<file path="src/rtl/modtmr_pkg.sv">
package modtmr_pkg;

    localparam int BYTE_W_DEF = 8;
    localparam int ADDR_W_DEF = 2;

    typedef enum logic [1:0] {
        SEL_LIM_HI = 2'd0,
        SEL_LIM_LO = 2'd1,
        SEL_CTRL   = 2'd2,
        SEL_NONE   = 2'd3
    } reg_sel_e;

    localparam int CTL_IRQ_EN   = 0;
    localparam int CTL_HALT     = 1;
    localparam int CTL_CNT_CLR  = 2;
    localparam int CTL_FLAG_CLR = 3;
    localparam int STS_FLAG     = 7;

    typedef struct packed {
        logic lim_hi_we;
        logic lim_lo_we;
        logic ctrl_we;
    } wr_dec_t;

    typedef struct packed {
        logic irq_en;
        logic halt;
    } ctrl_t;

    function automatic wr_dec_t decode_write(input logic we, input logic [1:0] sel);
        wr_dec_t d;
        d.lim_hi_we = we && (reg_sel_e'(sel) == SEL_LIM_HI);
        d.lim_lo_we = we && (reg_sel_e'(sel) == SEL_LIM_LO);
        d.ctrl_we   = we && (reg_sel_e'(sel) == SEL_CTRL);
        return d;
    endfunction

endpackage

</file>
<file path="src/rtl/modtmr_limit_regs.sv">
module modtmr_limit_regs #(
    parameter int BYTE_W = 8
) (
    input  logic              clk,
    input  logic              rst,
    input  logic              hi_we,
    input  logic              lo_we,
    input  logic [BYTE_W-1:0] wdata,
    output logic [BYTE_W-1:0] lim_hi,
    output logic [BYTE_W-1:0] lim_lo,
    output logic              hold
);
    always_ff @(posedge clk) begin
        if (rst) begin
            lim_hi <= '1;
            lim_lo <= '1;
            hold   <= 1'b0;
        end else begin
            if (hi_we) begin
                lim_hi <= wdata;
                hold   <= 1'b1;
            end
            if (lo_we) begin
                lim_lo <= wdata;
                hold   <= 1'b0;
            end
        end
    end
endmodule

</file>
<file path="src/rtl/modtmr_counter.sv">
module modtmr_counter #(
    parameter int CNT_W = 16
) (
    input  logic             clk,
    input  logic             rst,
    input  logic             tick,
    input  logic             halt,
    input  logic             clr,
    input  logic [CNT_W-1:0] limit,
    output logic [CNT_W-1:0] count,
    output logic             wrap
);
    logic step;
    logic at_limit;

    assign step     = tick && !halt && !clr;
    assign at_limit = (count == limit);
    assign wrap     = step && at_limit;

    always_ff @(posedge clk) begin
        if (rst || clr) begin
            count <= '0;
        end else if (step) begin
            if (at_limit) count <= '0;
            else          count <= count + 1'b1;
        end
    end
endmodule

</file>
<file path="src/rtl/modtmr_flag.sv">
module modtmr_flag (
    input  logic clk,
    input  logic rst,
    input  logic set_req,
    input  logic clr_req,
    output logic flag
);
    always_ff @(posedge clk) begin
        if (rst)          flag <= 1'b0;
        else if (set_req) flag <= 1'b1;
        else if (clr_req) flag <= 1'b0;
    end
endmodule

</file>
<file path="src/rtl/modtmr_top.sv">
module modtmr_top
    import modtmr_pkg::*;
#(
    parameter int BYTE_W = BYTE_W_DEF,
    parameter int ADDR_W = ADDR_W_DEF
) (
    input  logic              clk,
    input  logic              rst,
    input  logic              tick,
    input  logic              bus_we,
    input  logic [ADDR_W-1:0] bus_addr,
    input  logic [BYTE_W-1:0] bus_wdata,
    output logic [BYTE_W-1:0] bus_rdata,
    output logic [2*BYTE_W-1:0] count,
    output logic              ovf_flag,
    output logic              ovf_irq
);
    localparam int CNT_W = 2 * BYTE_W;

    wr_dec_t           dec;
    ctrl_t             ctrl_q;
    logic              halt_w;
    logic              irq_en_w;
    logic              cnt_clr;
    logic              flag_clr;
    logic [BYTE_W-1:0] lim_hi;
    logic [BYTE_W-1:0] lim_lo;
    logic              lim_hold;
    logic [CNT_W-1:0]  limit_val;
    logic              wrap;

    assign dec      = decode_write(bus_we, bus_addr[1:0]);
    assign cnt_clr  = dec.ctrl_we && bus_wdata[CTL_CNT_CLR];
    assign flag_clr = dec.ctrl_we && bus_wdata[CTL_FLAG_CLR];
    assign halt_w   = ctrl_q.halt;
    assign irq_en_w = ctrl_q.irq_en;
    assign limit_val = {lim_hi, lim_lo};

    always_ff @(posedge clk) begin
        if (rst) begin
            ctrl_q <= '0;
        end else if (dec.ctrl_we) begin
            ctrl_q.irq_en <= bus_wdata[CTL_IRQ_EN];
            ctrl_q.halt   <= bus_wdata[CTL_HALT];
        end
    end

    modtmr_limit_regs #(.BYTE_W(BYTE_W)) u_limit (
        .clk    (clk),
        .rst    (rst),
        .hi_we  (dec.lim_hi_we),
        .lo_we  (dec.lim_lo_we),
        .wdata  (bus_wdata),
        .lim_hi (lim_hi),
        .lim_lo (lim_lo),
        .hold   (lim_hold)
    );

    modtmr_counter #(.CNT_W(CNT_W)) u_counter (
        .clk   (clk),
        .rst   (rst),
        .tick  (tick),
        .halt  (halt_w),
        .clr   (cnt_clr),
        .limit (limit_val),
        .count (count),
        .wrap  (wrap)
    );

    modtmr_flag u_flag (
        .clk     (clk),
        .rst     (rst),
        .set_req (wrap && !lim_hold),
        .clr_req (flag_clr),
        .flag    (ovf_flag)
    );

    assign ovf_irq = ovf_flag && irq_en_w;

    always_comb begin
        bus_rdata = '0;
        case (reg_sel_e'(bus_addr[1:0]))
            SEL_LIM_HI: bus_rdata = lim_hi;
            SEL_LIM_LO: bus_rdata = lim_lo;
            SEL_CTRL: begin
                bus_rdata[CTL_IRQ_EN] = irq_en_w;
                bus_rdata[CTL_HALT]   = halt_w;
                bus_rdata[STS_FLAG]   = ovf_flag;
            end
            default: bus_rdata = '0;
        endcase
    end
endmodule

</file>
<file path="config.mk">
export PLATFORM = sky130hd
export DESIGN_NAME = modtmr_top
export DESIGN_NICKNAME = d
export VERILOG_FILES = /design/src/rtl/modtmr_pkg.sv /design/src/rtl/modtmr_limit_regs.sv /design/src/rtl/modtmr_counter.sv /design/src/rtl/modtmr_flag.sv /design/src/rtl/modtmr_top.sv
export SDC_FILE = /design/constraint.sdc
export NUM_CORES = 1
export LEC_CHECK = 0
export BUFFER_PORTS_ARGS = -buffer_cell sky130_fd_sc_hd__buf_2
export CAP_MARGIN = 20
export CORE_ASPECT_RATIO = 0.8
export CORE_UTILIZATION = 54
export CTS_BUF_LIST = sky130_fd_sc_hd__clkbuf_4 sky130_fd_sc_hd__clkbuf_8
export CTS_CLUSTER_DIAMETER = 60
export DETAILED_ROUTE_END_ITERATION = 8
export GPL_TIMING_DRIVEN = 0
export PLACE_DENSITY = 0.85
export SLEW_MARGIN = 30
export SYNTH_ARGS = -nofsm -noshare
export SYNTH_HDL_FRONTEND = slang
export SYNTH_SLANG_ARGS = --single-unit
</file>
<file path="constraint.sdc">
create_clock -name clk -period 3.5 [get_ports clk]
set_clock_uncertainty 0.1 [all_clocks]
set_input_delay 0.175 -clock clk [delete_from_list [all_inputs] [get_ports clk]]
set_output_delay 0.175 -clock clk [all_outputs]
set_load 0.005 [all_outputs]
</file>
Word level (Yosys, flattened, before mapping). Cells that the tools add are included.

Flip-flop bits (word level): 36. Output and inout bits: 26. Bits of input ports: 14.

$add $sub $neg: 1. Eq/ne operators: 3. Reduce and logical (&&, ||, !) cells: 17. Mux-type cells: 6.

Operator list (count): 16-bit by 1-bit adder with 16-bit output (second input constant) (1); 16-bit equality test (1); 16-bit 2-to-1 mux (1); 1-bit logical AND (10); 5-bit case mux with 2 select lines (1); 2-bit case mux with 3 select lines (1); 1-bit logical NOT (3); 1-bit case mux with 3 select lines (1); 2-bit by 1-bit equality test with 1-bit output (second input constant) (1); 2-bit equality test (second input constant) (1); 2-bit logical NOT (1); 1-bit 2-to-1 mux (2); 2-bit nonzero test (1); 2-bit OR reduction (1); 1-bit logical OR (1).

Depth between registers and ports, before layout. Gate-level depths: netlist of run 1.

Depth in word-level cells: 8. Mapped depth: 7. Gate-level depth less buffers: 6.

Modules after synthesis. Synthesis of run 1 repeated with hierarchy kept, for this count alone.

Cell total of the unflattened synthesis: 200. Area, all modules: 1925.6 µm².

Modules (own cells, without submodules): modtmr_counter (cells an instance 107, area an instance 955.9 µm², instances 1); modtmr_limit_regs (cells an instance 55, area an instance 643.1 µm², instances 1); modtmr_top (cells an instance 34, area an instance 287.8 µm², instances 1); modtmr_flag (cells an instance 4, area an instance 38.8 µm², instances 1).

Worst setup path after synthesis of run 1. OpenSTA, ideal clock, no wires.

Kind: reg-to-reg. From: reg u_counter.count[2]. To: reg u_counter.count[10]. Setup time: 0.117 ns. Buffers on the path: 2. Data required time: 3.283 ns. Arrival: 1.470 ns. Path slack: 1.812 ns. Stages on the path, launching flop included: 8. Path through: dfxtp_1 buf_2 xor2_1 nor4_1 nand4_1 o21bai_2 buf_2 nor2_1.

Word-level cells in the longest chain between the ends: 2. Elaborated cells between the ends (all ways): 3.

RTL lines: from (decl) (line modtmr_counter.sv:10) `output logic [CNT_W-1:0] count,`; from (signal assigned) (line modtmr_counter.sv:25) `else count <= count + 1'b1;`; 16-bit by 1-bit adder with 16-bit output or 16-bit equality test (tied branches) (line modtmr_counter.sv:25, modtmr_counter.sv:17); 16-bit 2-to-1 mux (*) (line modtmr_counter.sv:24) `if (at_limit) count <= '0;`.

Every way passes the cells marked *; elsewhere a longest branch is shown, timed or not. A chain may end at the register's enable or synchronous reset.

Worst setup path after layout of run 1. Ends and elaborated chain as after synthesis.

==> impl_metrics.yaml, run 1 <==
yosys:
  ys_async_sr_fraction_pct: 0
  seq_area_frac_synth_pct: 38.3
  synth.area.top_cells: "dfxtp_1, xor2_1, nand2_1"
  synth.top_cell.area_share_pct: 38.3
  yosysWarnings: 0
  synthCells: 218
  synth_top_area_cell: "dfxtp_1"
  ys.flop_type: "dfxtp_1"
  syn_area_per_cell_um2: 8.62
  syn_nets: 233
  synth_area_um2: 1880
  synth_edf_count: 0
  synth-seq-cells: 36
  synthDistinctLibCells: 35
floorplanning:
  die-area_um2: 3720
  top_level_ports: 40
  core_area_um2: 3200
  initial_utilization_pct: 58.8
  fp-row-count: 18
  die_h_um: 54.8
  die-width_um: 68.0
drt:
  detail-route-antenna-nets: 0
  wl_um: 4350
  drcViolationCount: 0
  via_per_inst: 5.50
  firstDrtPassIters: 4
  drt_iter0_drc: 137
  vias: 1673
  wl_per_cell_um: 14.3
cts:
  cts_hold_buf: 1
  cts.clk_slew.worst_paths_ns: 0.07
  cts_made_buffers: 5
  cts_max_level: 2
  ctsResizeCount: 0
  clock_latency_ns: 0.29
  cts_root_buffer: "clkbuf_8"
  clock_path_buffers: 2
  post_cts.repair.setup_buffers: 0
  cts.sinks: 36
  cts_tree: "yes"
cells_and_area:
  n_antenna_cell: 0
  instances_no_fill: 304
  final_common_cell: "buf_2"
  mostFrequentLayoutCells: "buf_2, dfxtp_1, nand2_1"
  register_area_um2: 721
  multi_input_area_um2: 1090
  fillCellCount: 278
  drive_gt1_share_pct: 21.6
  final_nets: 279
  areaGrowthSynthToFinish_pct: 17.6
global_route:
  antenna_found_initial: 0
  grt_max_degree: 11
  grt_util_met3_pct: 7.29
  use_met1_pct: 32.5
  gr-total-overflow: 0
  grt_use_met2_pct: 38.9
  busiest_layer: "met2"
  grt_pass1_wl_um: 6590
  grt.total_usage_pct: 25.2
  first_global_vias: 1413
worst_setup_path:
  path_max_fanout: 10
  end_kind: "flop"
  cp.required_ns: 3.59
  critical_path_class: "flop to flop"
  crit_arrival_ns: 2.24
  critPathLaunchType: "flop"
place:
  placed_cells: 296
  dp_hpwl_um: 3220
  gp_congestion: 0.876
  numPortBuffers: 38
timing:
  fin_setup_tns_ns: 0
  drv_slew: 0
  post-route-period-util_pct: 61.4
  fin_crit_ns: 2.15
  hold_viol: 0
  grt_setup_unrepaired: "no"
  tightest_slew_ns: 1.02
  slew_headroom_pct: 31.9
  setup_viol: 0
  max_freq_ghz: 0.465
power:
  vdd_ir_drop_max_mv: 0.302
  p_leak_nw: 0.950
  power_density_nw_per_um2: 372
hold_path:
  holdCritPathClass: "input pin to flop"
flow_run:
  cap_viol_max_count: 0
run_status:
  status: "finished clean"
[sequential cells by signal (all words and copies together), names as in the netlist]
| signal | count |
|---|---|
| u_counter.count | 16 |
| u_flag.flag | 1 |
| halt_w | 1 |
| u_limit.lim_lo | 8 |
| u_limit.hold | 1 |
| u_limit.lim_hi | 8 |
| irq_en_w | 1 |
[logic make-up (layout without fill, tap and decap cells)]
family                     count (synthesis)  count (layout)  synth area share (%)
AOI/OAI and AO/OA                         20              20                  7.39
muxes                                      9               9                  4.79
adders and majority gates                  1               1                 0.666
xor gates and xnor gates                  26              26                  12.1
buffers and inverters                     13              59                  3.86
DFF                                       36              36                  38.3
and+or+nand+nor                          113             113                  32.8
[final cells by class]
| cell class | instances | share of cell area, % |
|---|---|---|
| clock inverter | 1 | 0.226 |
| sequential | 36 | 32.6 |
| timing repair buffer | 39 | 9.05 |
| multi-input combinational | 169 | 49.1 |
| inverter | 1 | 0.170 |
| clock buffer | 6 | 3.45 |
| buffer | 12 | 3.11 |
| tap | 40 | 2.26 |
[metal layers]
layer	wire length, um	up-vias
met2	1910	45
met5	0	-
met4	99	0
met1	2100	780
met3	242	11
li1	-	837
[synth_stat cells (5+ instances only)]
cell type,count
nand4_1,7
a21oi_1,6
mux2i_1,9
nor3_1,5
nor2b_1,8
xor2_1,25
a211o_1,8
nand2_1,32
nand3_1,9
dfxtp_1,36
nand3b_1,9
nor2_1,22
clkbuf_1,5
[final timing paths]
path                                          from                  end  slack (ns)  depth (start not counted)
worst max register to register  u_counter.count[2]  u_counter.count[10]        1.35                          7
worst min-delay path                  bus_wdata[5]    u_limit.lim_hi[5]       0.006                          2
worst min register to register            irq_en_w             irq_en_w        0.38                          2
worst max-delay path            u_counter.count[2]  u_counter.count[10]        1.35                          7
[per-stage QoR]
step | power [W] | instance area (um^2) | setup WS (ns) | hold WS [ns] | utilization (%)
6_report | 0.000822 | 2210 | 1.35 | 0.00566 | 69.1
2_1_floorplan | 0.000505 | 1880 | 1.81 | 0.193 | -
5_1_grt | 0.000849 | 2210 | 1.22 | 0.0102 | 69.1
3_3_place_gp | 0.000536 | 2120 | 1.46 | 0.302 | 66.3
4_1_cts | 0.000822 | 2210 | 1.38 | 0.00118 | 69.1
3_5_place_dp | 0.000539 | 2120 | 1.39 | 0.302 | 66.3
[worst max-delay path, stage by stage (launching register included)]
cell      delay, ns
dfxtp_1        0.31
buf_2          0.17
xor2_1         0.15
nor4_1         0.34
nand4_1        0.33
o21bai_2       0.31
buf_2          0.26
nor2_1         0.07
[where the power goes]
part           internal [W]  total [W]  switching, W
Sequential         0.000423   0.000437     0.0000143
Combinational     0.0000443  0.0000944     0.0000501
Clock              0.000143   0.000290      0.000147
Power figures use the tool's default switching activity.
==> run 2, diff against run 1 <==
CORE_UTILIZATION = 51   (was 54)
PLACE_DENSITY = 0.84   (was 0.85)
clock period = 1.9 ns   (was 3.5 ns; I/O delays follow)
==> impl_metrics.yaml, run 2 (same netlist as run 1, synthesis figures left out) <==
power:
  p_leak_nw: 1.04
  p_comb_share_pct: 12.0
  p_sw_share_pct: 23.8
  power_w: 0.00168
  vdd_ir_drop_max_mv: 0.833
  p_switching_w: 0.000399
  p_seq_share_pct: 48.0
  internal_power_w: 0.00128
  pwr-share-clk_pct: 40.0
  power_density_nw_per_um2: 695
timing:
  post-route-period-util_pct: 95.3
  grt_setup_unrepaired: "no"
  setup_ws_ns: 0.0900
  setup_viol: 0
  fin_crit_ns: 1.81
  max_freq_ghz: 0.552
  drv_slew: 0
  hold_viol: 0
  tightest_slew_ns: 0.526
  slew_headroom_pct: 64.8
floorplanning:
  die-width_um: 69.9
  die-area_um2: 3930
  fp-row-count: 19
  top_level_ports: 40
  die_h_um: 56.3
  initial_utilization_pct: 54.1
  core_area_um2: 3470
cells_and_area:
  finalInstanceArea_um2: 2410
  drive_gt1_share_pct: 24.8
  fillCellCount: 276
  final_util_pct: 69.5
  mostFrequentLayoutCells: "buf_2, dfxtp_1, nand2_1"
  top_regs: "u_counter.count: 16 flops, u_limit.lim_hi: 8 flops, u_limit.lim_lo: 8 flops"
  instances_no_fill: 320
  areaGrowthSynthToFinish_pct: 28.4
  largest_register_ffs: 16
  n_antenna_cell: 0
  final_common_cell: "buf_2"
  regMostFlops: "u_counter.count"
  final_nets: 292
drt:
  vias: 1780
  detail-route-antenna-nets: 0
  firstDrtPassIters: 4
  wl_um: 4720
  drcViolationCount: 0
  drt_iter0_drc: 149
  via_per_inst: 5.56
  wl_per_cell_um: 14.7
place:
  place_ws_ns: -0.244
  dp_hpwl_um: 3250
  placed_area_um2: 2120
  placed_cells: 298
  gp_congestion: 0.827
  numPortBuffers: 38
worst_setup_path:
  critPathLaunchType: "flop"
  end_kind: "flop"
  crit_arrival_ns: 1.90
  cp.required_ns: 1.99
  r2r_cells: 6
  path_max_fanout: 10
  critical_path_class: "flop to flop"
cts:
  cts.clk_slew.worst_paths_ns: 0.07
  clock_latency_ns: 0.29
  cts_root_buffer: "clkbuf_8"
  cts.sinks: 36
  clock_path_buffers: 2
  cts_tree: "yes"
  cts_made_buffers: 5
  cts_max_level: 2
global_route:
  grt.total_usage_pct: 25.4
  grt_pass1_wl_um: 7710
  grt_max_degree: 12
  gr-total-overflow: 0
  first_global_vias: 1683
  antenna_found_initial: 0
run_status:
  status: "finished clean"
hold_path:
  holdCritPathClass: "input pin to flop"
  min_path_cells: 4
flow_run:
  cap_viol_max_count: 0
-- run 2: power groups by stage --
stage,logic (W),clock network [W],registers [W]
floorplan,0.000115,0,0.000815
global placement,0.000166,0,0.000822
detailed placement,0.000173,0,0.000822
CTS,0.000193,0.000682,0.000805
global route,0.000219,0.000720,0.000807
finish,0.000201,0.000672,0.000805
-- run 2: through the flow --
step | hold slack [ns] | TNS, ns
after CTS | 0.0167 | 0
after detailed placement | 0.222 | -2.51
after global placement | 0.214 | -1.36
final | 0.0244 | 0
after global routing | 0.0466 | 0
after floorplan | 0.113 | 0
-- run 2: critical path, cell delays in order (launching register included) --
cell	delay, ns
dfxtp_1	0.34
xor2_2	0.20
nor4_4	0.32
nand4_1	0.23
o21bai_2	0.25
buf_4	0.20
nor2_1	0.06
-- run 2: path summary, 6_finish.rpt --
check	endpoint	slack [ns]	from
worst max-delay path	u_counter.count[13]	0.09	u_limit.lim_hi[5]
worst min-delay path	halt_w	0.02	bus_we
worst max register to register	u_counter.count[13]	0.09	u_limit.lim_hi[5]
worst min register to register	irq_en_w	0.38	irq_en_w
-- run 2: metal layers --
layer	vias to the layer above	global-route usage, %	wire length (um)
li1	865	-	-
met1	834	34.3	2120
met2	70	40.1	2160
met3	11	5.03	337
met4	0	9.71	100
met5	-	0	0
-- run 2: repair_timing --
item                                   CTS  global route
setup buffers                            3             1
endpoints found under the hold margin   20             0
hold buffers                            10             0
setup endpoints to repair               13            17
pin swaps                                2             4
gates resized for setup                  2            10
-- run 2: area by class of cell --
| class | count | area [um^2] | share of cell area [%] |
|---|---|---|---|
| tap | 42 | 52.6 | 2.18 |
| clock inverter | 2 | 35.0 | 1.45 |
| multi-input combinational | 169 | 1120 | 46.4 |
| timing repair buffer | 52 | 320 | 13.3 |
| clock buffer | 6 | 76.3 | 3.16 |
| buffer | 12 | 77.6 | 3.22 |
| sequential | 36 | 727 | 30.1 |
| inverter | 1 | 3.75 | 0.156 |
==> run 3, diff against run 2 <==
CORE_UTILIZATION = 54   (was 51)
PLACE_DENSITY = 0.85   (was 0.84)
clock period = 1.95 ns   (was 1.9 ns; I/O delays follow)
==> impl_metrics.yaml, run 3 (same netlist as run 1, synthesis figures left out) <==
global_route:
  first_global_vias: 1534
  grt_pass1_wl_um: 7080
  gr-total-overflow: 0
  grt.total_usage_pct: 27.0
  antenna_found_initial: 0
  grt_max_degree: 11
place:
  placed_area_um2: 2120
  numPortBuffers: 38
  place_ws_ns: -0.161
  dp_hpwl_um: 3220
  gp_congestion: 0.876
drt:
  firstDrtPassIters: 4
  drcViolationCount: 0
  drt_iter0_drc: 144
  vias: 1811
  wl_um: 4810
  via_per_inst: 5.62
  wl_per_cell_um: 14.9
  detail-route-antenna-nets: 0
floorplanning:
  top_level_ports: 40
  die-width_um: 68.0
  core_area_um2: 3200
  initial_utilization_pct: 58.8
  fp-row-count: 18
  die-area_um2: 3720
  die_h_um: 54.8
cells_and_area:
  regMostFlops: "u_counter.count"
  areaGrowthSynthToFinish_pct: 29.8
  fillCellCount: 229
  final_util_pct: 76.3
  multi_input_area_um2: 1130
  finalInstanceArea_um2: 2440
  mostFrequentLayoutCells: "buf_2, nand2_1, dfxtp_1"
  drive_gt1_share_pct: 27.3
  n_antenna_cell: 0
  register_area_um2: 734
  largest_register_ffs: 16
  final_common_cell: "buf_2"
  top_regs: "u_counter.count: 16 flops, u_limit.lim_hi: 8 flops, u_limit.lim_lo: 8 flops"
  final_nets: 297
timing:
  grt_setup_unrepaired: "yes"
  slew_headroom_pct: 32.6
  drv_slew: 0
  max_freq_ghz: 0.529
  setup_ws_ns: 0.0603
  post-route-period-util_pct: 96.9
  hold_viol: 0
  tightest_slew_ns: 1.01
  timing.hold.ws_ns: 0.0184
  fin_crit_ns: 1.89
  setup_viol: 0
cts:
  cts_made_buffers: 5
  cts.clk_slew.worst_paths_ns: 0.07
  clock_latency_ns: 0.29
  cts_tree: "yes"
  cts_root_buffer: "clkbuf_8"
  cts_max_level: 2
  cts.sinks: 36
  clock_path_buffers: 2
worst_setup_path:
  cp.required_ns: 2.08
  crit_arrival_ns: 2.02
  critPathLaunchType: "flop"
  path_max_fanout: 3
  critical_path_class: "flop to flop"
  end_kind: "flop"
hold_path:
  holdCritPathClass: "input pin to flop"
power:
  power_w: 0.00150
  p_leak_nw: 1.06
  power_density_nw_per_um2: 614
  vdd_ir_drop_max_mv: 0.530
run_status:
  status: "finished clean"
flow_run:
  cap_viol_max_count: 0
[run 3: cell count changes in the layout (fill, tap and decap cells not counted), sizes merged]
cell          before  now
buf               49   52
bufinv             1    0
clkbuf            11   12
dlymetal6s2s       0    1
[run 3: layer usage]
layer | GRT usage, % | wire length [um] | part of all wire [%] | vias to the layer above
met2 | 42.3 | 2210 | 46 | 78
li1 | - | - | - | 873
met4 | 12.2 | 106 | 2.2 | 0
met1 | 34.4 | 2120 | 44 | 848
met5 | 0 | 0 | 0 | -
met3 | 7.92 | 377 | 7.8 | 12
[run 3: final cells by class]
type,instances,area share [%]
clock buffers,6,3.13
clock inverters,1,0.205
well taps,40,2.05
inverters,1,0.154
plain buffers,11,2.72
multi-input cells,169,46.2
flip-flops and latches,36,30.1
repair buffers,58,15.5
[run 3: final timing paths]
kind	slack, ns	from	cells past startpoint	endpoint
min	0.02	bus_we	4	halt_w
max reg2reg	0.06	u_limit.lim_lo[2]	7	u_flag.flag
min reg2reg	0.38	irq_en_w	2	irq_en_w
max	0.06	u_limit.lim_lo[2]	7	u_flag.flag
[run 3: critical path, cell delays in order, from the launching register on]
cell and delay (ns):
dfxtp_4 0.36, xor2_2 0.17, nor4_2 0.34, nand4_1 0.16
buf_6 0.16, buf_6 0.11, or3_1 0.30, a21oi_1 0.12
[run 3: per-stage QoR]
step | std cells | setup TNS [ns]
2_1_floorplan | 218 | 0
3_3_place_gp | 296 | -0.877
3_5_place_dp | 296 | -1.58
4_1_cts | 316 | 0
5_1_grt | 322 | -0.00646
6_report | 322 | 0
[run 3: report_power, final]
part	internal, W	switching (W)	leakage (nW)	total, W
Combinational	0.0000961	0.0000989	0.717	0.000195
Clock	0.000257	0.000262	0.0445	0.000518
Sequential	0.000758	0.0000270	0.296	0.000785
Total	0.00111	0.000387	1.06	0.00150
[run 3: repair_timing]
action	in CTS	in global routing
endpoints found under the setup margin	11	11
hold buffers	10	0
pin swaps	2	4
hold endpoints to repair	20	0
gates resized for setup	3	15
cloned	0	0
setup buffers	3	7
